`config.mk`:
```
export PLATFORM = sky130hd
export DESIGN_NAME = mont_mul
export DESIGN_NICKNAME = d
export VERILOG_FILES = /design/src/rtl/mont_pkg.sv /design/src/rtl/mont_qsel.sv /design/src/rtl/mont_step.sv /design/src/rtl/mont_fix.sv /design/src/rtl/mont_mul.sv
export SDC_FILE = /design/constraint.sdc
export NUM_CORES = 1
export LEC_CHECK = 0
export ABC_AREA = 0
export CORE_MARGIN = 10
export CORE_UTILIZATION = 40
export DETAILED_ROUTE_END_ITERATION = 10
export PLACE_DENSITY = 0.67
export SLEW_MARGIN = 15
export SYNTH_ARGS = -nofsm -noshare
export SYNTH_HDL_FRONTEND = slang
export SYNTH_SLANG_ARGS = --single-unit
```
`constraint.sdc`:
```
create_clock -name clk -period 15.22 [get_ports clk]
set_input_delay 1.522 -clock clk [delete_from_list [all_inputs] [get_ports clk]]
set_output_delay 1.522 -clock clk [all_outputs]
set_load 0.005 [all_outputs]
```
`src/rtl/mont_pkg.sv`:
```
package mont_pkg;

    typedef enum logic [1:0] {
        ST_IDLE = 2'd0,
        ST_RUN  = 2'd1,
        ST_FIX  = 2'd2
    } mont_state_e;

    // digits consumed per operation
    function automatic int digit_count(input int width, input int digit);
        return width / digit;
    endfunction

endpackage

```
`src/rtl/mont_qsel.sv`:
```
// Quotient digit: low DIGIT bits of (S + a_i*b) times the inverse digit.
module mont_qsel #(
    parameter int DIGIT = 4
) (
    input  logic [DIGIT-1:0] s_lo,
    input  logic [DIGIT-1:0] a_dig,
    input  logic [DIGIT-1:0] b_lo,
    input  logic [DIGIT-1:0] minv,
    output logic [DIGIT-1:0] q
);
    logic [DIGIT-1:0] t_lo;

    assign t_lo = s_lo + a_dig * b_lo;

    generate
        if (DIGIT == 1) begin : g_bin
            // for one-bit digits the inverse is always 1
            logic unused_minv;
            assign unused_minv = minv[0];
            assign q = t_lo;
        end else begin : g_rad
            assign q = t_lo * minv;
        end
    endgenerate
endmodule

```
`src/rtl/mont_step.sv`:
```
// One recursion: S + a_i*b + q_i*m, then drop the DIGIT cleared bits.
module mont_step #(
    parameter int WIDTH = 16,
    parameter int DIGIT = 4
) (
    input  logic [WIDTH:0]           s,
    input  logic [DIGIT-1:0]         a_dig,
    input  logic [WIDTH-1:0]         b,
    input  logic [WIDTH-1:0]         m,
    input  logic [DIGIT-1:0]         q,
    output logic [WIDTH+DIGIT:0]     sum,
    output logic [WIDTH:0]           s_next
);
    localparam int WS = WIDTH + DIGIT + 1;

    assign sum    = WS'(s) + WS'(a_dig) * WS'(b) + WS'(q) * WS'(m);
    assign s_next = sum[WS-1:DIGIT];
endmodule

```
`src/rtl/mont_fix.sv`:
```
// Final correction: one conditional subtraction of m.
module mont_fix #(
    parameter int WIDTH = 16
) (
    input  logic [WIDTH:0]   s,
    input  logic [WIDTH-1:0] m,
    output logic [WIDTH-1:0] res
);
    logic [WIDTH:0] m_ext;
    logic           ge;

    assign m_ext = {1'b0, m};
    assign ge    = (s >= m_ext);
    assign res   = ge ? WIDTH'(s - m_ext) : s[WIDTH-1:0];
endmodule

```
`src/rtl/mont_mul.sv`:
```
module mont_mul
    import mont_pkg::*;
#(
    parameter int WIDTH = 16,
    parameter int DIGIT = 4
) (
    input  logic             clk,
    input  logic             rst,
    input  logic             start,
    input  logic [WIDTH-1:0] a_in,
    input  logic [WIDTH-1:0] b_in,
    input  logic [WIDTH-1:0] m_in,
    input  logic [DIGIT-1:0] minv_in,
    output logic             busy,
    output logic             ready,
    output logic [WIDTH-1:0] result
);
    localparam int NDIG = digit_count(WIDTH, DIGIT);
    localparam int CW   = $clog2(NDIG + 1);
    localparam int WS   = WIDTH + DIGIT + 1;

    typedef struct packed {
        logic [WIDTH-1:0] a_sh;
        logic [WIDTH-1:0] b;
        logic [WIDTH-1:0] m;
        logic [DIGIT-1:0] minv;
    } opnd_t;

    mont_state_e      st;
    logic [CW-1:0]    cnt;
    opnd_t            op_q;
    logic [WIDTH-1:0] m_q;
    logic [WIDTH:0]   s_q;
    logic [WIDTH-1:0] res_q;
    logic             rdy_q;

    logic [DIGIT-1:0] q_dig;
    logic [WS-1:0]    step_sum;
    logic [WIDTH:0]   s_nxt;
    logic [WIDTH-1:0] fix_out;

    assign m_q = op_q.m;

    mont_qsel #(.DIGIT(DIGIT)) u_qsel (
        .s_lo  (s_q[DIGIT-1:0]),
        .a_dig (op_q.a_sh[DIGIT-1:0]),
        .b_lo  (op_q.b[DIGIT-1:0]),
        .minv  (op_q.minv),
        .q     (q_dig)
    );

    mont_step #(.WIDTH(WIDTH), .DIGIT(DIGIT)) u_step (
        .s      (s_q),
        .a_dig  (op_q.a_sh[DIGIT-1:0]),
        .b      (op_q.b),
        .m      (op_q.m),
        .q      (q_dig),
        .sum    (step_sum),
        .s_next (s_nxt)
    );

    mont_fix #(.WIDTH(WIDTH)) u_fix (
        .s   (s_q),
        .m   (op_q.m),
        .res (fix_out)
    );

    always_ff @(posedge clk) begin
        if (rst) begin
            st    <= ST_IDLE;
            cnt   <= '0;
            op_q  <= '0;
            s_q   <= '0;
            res_q <= '0;
            rdy_q <= 1'b0;
        end else begin
            rdy_q <= 1'b0;
            case (st)
                ST_IDLE: begin
                    if (start) begin
                        op_q.a_sh <= a_in;
                        op_q.b    <= b_in;
                        op_q.m    <= m_in;
                        op_q.minv <= minv_in;
                        s_q       <= '0;
                        cnt       <= '0;
                        st        <= ST_RUN;
                    end
                end
                ST_RUN: begin
                    s_q       <= s_nxt;
                    op_q.a_sh <= op_q.a_sh >> DIGIT;
                    cnt       <= cnt + 1'b1;
                    if (cnt == CW'(NDIG - 1)) st <= ST_FIX;
                end
                ST_FIX: begin
                    res_q <= fix_out;
                    rdy_q <= 1'b1;
                    st    <= ST_IDLE;
                end
                default: st <= ST_IDLE;
            endcase
        end
    end

    assign busy   = (st != ST_IDLE);
    assign ready  = rdy_q;
    assign result = res_q;
endmodule

```
==> flow_summary.toml <==
[route]
vias = 7077
antenna_left = 0
route.detailed.drc = 0
wl_per_cell_um = 15.0
drt_first_pass_iters = 5
drt_iter0_markers = 342
drt_wl_total_um = 21200
via_per_inst = 5.03

[critical_path]
slowest_delay_ns = 0.67
reg2reg_depth = 31
cp-startpoint = "op_q[36]"
crit_required_ns = 15.48
arrival_ns = 8.96
worstSetupEndpointType = "register"
crit_top_cell = "fa_1"
slowest_stage = "dfxtp_1"
rrSetupSlack_ns = 6.53
worst_setup_path_start_kind = "register"
crit_type = "reg2reg"
r2r_start = "op_q[36]"
crit_fanout = 18
r2r_end = "s_q[15]"

[power_and_ir_drop]
ir_drop_mv = 0.0524
power.density_nw_per_um2 = 63.8
power_mw = 0.638
p_leak_nw = 4.51

[finish]
drive_gt1_share_pct = 3.63
regArea_um2 = 1820
fin_area_um2 = 10000
fin_util_pct = 46.1
diodes = 0
layout.nets = 1345
multi_input_area_um2 = 6020
instances_no_fill = 1408
n_fill_cell = 2165
syn2layout_area_growth_pct = 14.5

[floorplan]
die-area_um2 = 28200
initial_utilization_pct = 40.3
num_rows = 54
die_w_um = 168
die_height_um = 168
coreArea_um2 = 21700
pin_count = 73

[timing]
slew_viol_final = 0
maxSlewHeadroom_pct = 20.8
fin_crit_ns = 8.69
fin_worst_skew_ns = 0.0116
worst_slew_pin_slew_ns = 1.18
tns_ns = 0
fin_crit_sh_pct = 57.1
fmax_ghz = 0.115
rsz0062_at_grt = "false"
finalSetupViolations = 0
hold_viol_final = 0

[global_route]
grt_max_degree = 76
grt_antenna_before_repair = 0
track_usage_pct = 15.6
grt_pass1_vias = 7407
gr-total-overflow = 0
grt_pass1_wl_um = 36400

[cts]
cts_resized = 0
cts_hold_buf = 0
clockRootBuffer = "clkbuf_16"
clk_pin_slew_ns = 0.08
clk_latency_ns = 0.37
clockBufferDepth = 2
cts_htree_levels = 3
postCtsSetupRepairBufs = 0
tritoncts = "yes"
numCtsBuffers = 9
cts.sinks = 91

[yosys]
async_flop_share_pct = 0
ys_seq_elements = 91
synth_cell_types = 49
avgSynthCellArea_um2 = 8.10
synthTopCellsByArea = "fa_1 (25%), dfxtp_1 (21%), inv_1 (8.7%)"
synth_nets = 1300
synth_flop_cell = "dfxtp_1"
synth_top_cell_by_area = "fa_1"
synth_cells = 1078
synth_edf_count = 0
seq_area_frac_synth_pct = 20.9
synth_warnings = 0
synth_top_area_share_pct = 25.0
synthesis.area_um2 = 8740

[place]
place_inst = 1392
hpwl_um = 16700
gp_congestion = 0.905
numPortBuffers = 72
placed_cell_area_um2 = 9690

[min_path]
hold_path_startpoint = "op_q[43]"
hold_class = "reg2reg"
min_path_cells = 2
holdPathEnd = "op_q[43]"

[status]
status = "completed"

[run]
max_cap_viol_count = 0
[placed cells by master (no fill, tap or decap), types with 28 or more instances in the layout]
cell             instances
dfxtp_1                 91
xnor2_1                 28
clkdlybuf4s50_1         71
nand2_1                195
a21oi_1                 94
nor2_1                  33
and2_1                  56
ha_1                    58
inv_1                  203
fa_1                   109
[worst max path at each step]
stage                     endpoint  slack [ns]  cells past startpoint
after floorplan            s_q[15]        7.25                     32
after global placement     s_q[15]        6.54                     30
after detailed placement   s_q[15]        6.31                     30
after CTS                  s_q[15]        6.23                     30
after global routing       s_q[15]        5.99                     31
final                      s_q[15]        6.53                     31
[Yosys cell counts (2+ instances only)]
| cell type | n |
|---|---|
| and3_1 | 7 |
| ha_1 | 58 |
| and2_2 | 5 |
| a31o_2 | 3 |
| a21o_1 | 7 |
| nor3_1 | 7 |
| o31a_1 | 2 |
| and2_1 | 57 |
| nand3_1 | 17 |
| a31oi_1 | 11 |
| nand4_1 | 6 |
| nor2b_1 | 7 |
| dfxtp_1 | 91 |
| xor2_1 | 8 |
| o21ai_0 | 25 |
| nor2_1 | 33 |
| a21boi_0 | 2 |
| a22o_1 | 5 |
| o211ai_1 | 4 |
| fa_1 | 109 |
| inv_1 | 203 |
| nand2_1 | 196 |
| nand2b_1 | 6 |
| nor4_1 | 2 |
| a211oi_1 | 3 |
| a22oi_1 | 13 |
| a21oi_1 | 94 |
| or3_1 | 4 |
| xnor2_1 | 29 |
| o21a_1 | 4 |
| clkbuf_1 | 42 |
[cell families (layout without fill, tap and decap cells)]
kind of cell,Yosys count,after routing,share of synthesized area [%]
AOI/OAI and AO/OA,183,183,12.7
adders and majority gates,167,167,33.3
muxes,1,1,0.115
and+or+nand+nor,353,353,18.7
xor gates and xnor gates,37,37,3.71
DFF,91,91,20.9
buffers and inverters,246,296,10.6
[flip-flops by register name, summed over array words and instances (netlist names)]
name,cells
cnt,3
m_q,16
op_q,36
ready,1
result,16
s_q,17
st,2
[worst max-delay path, delay by kind of cell (launching register included)]
kind	cells	cell delay [ns]
XOR/XNOR	6	1.04
adder cells (fa/ha/maj)	10	4.13
flip-flops	1	0.67
buffers and inverters	5	0.29
AND/OR/NAND/NOR	6	1.33
AO/OA/AOI/OAI	4	1.12
[layer usage]
metal,vias to the layer above,global-route usage (%),wire length [um]
li1,3469,-,-
met1,3481,18.3,8920
met2,104,28.3,11100
met3,23,2.63,699
met4,0,4.39,457
met5,-,0,0
[stage by stage]
stage,hold WS [ns],setup WS (ns)
floorplan,0.437,7.25
global placement,0.444,6.54
detailed placement,0.449,6.31
CTS,0.459,6.23
global route,0.484,5.99
finish,0.459,6.53
[area by class of cell]
type	count	share of cell area [%]
clock inverters	7	0.713
flip-flops and latches	91	18.2
clock buffers	9	2.25
multi-input cells	741	60.2
well taps	280	3.50
inverters	203	7.62
repair buffers	77	7.53
[where the power goes]
| group | total (mW) | switching [mW] | internal (mW) |
|---|---|---|---|
| registers | 0.265 | 0.0164 | 0.248 |
| clock network | 0.231 | 0.116 | 0.116 |
| logic | 0.142 | 0.0829 | 0.0594 |
| total | 0.638 | 0.215 | 0.423 |
(Power assumes the default switching activity.)
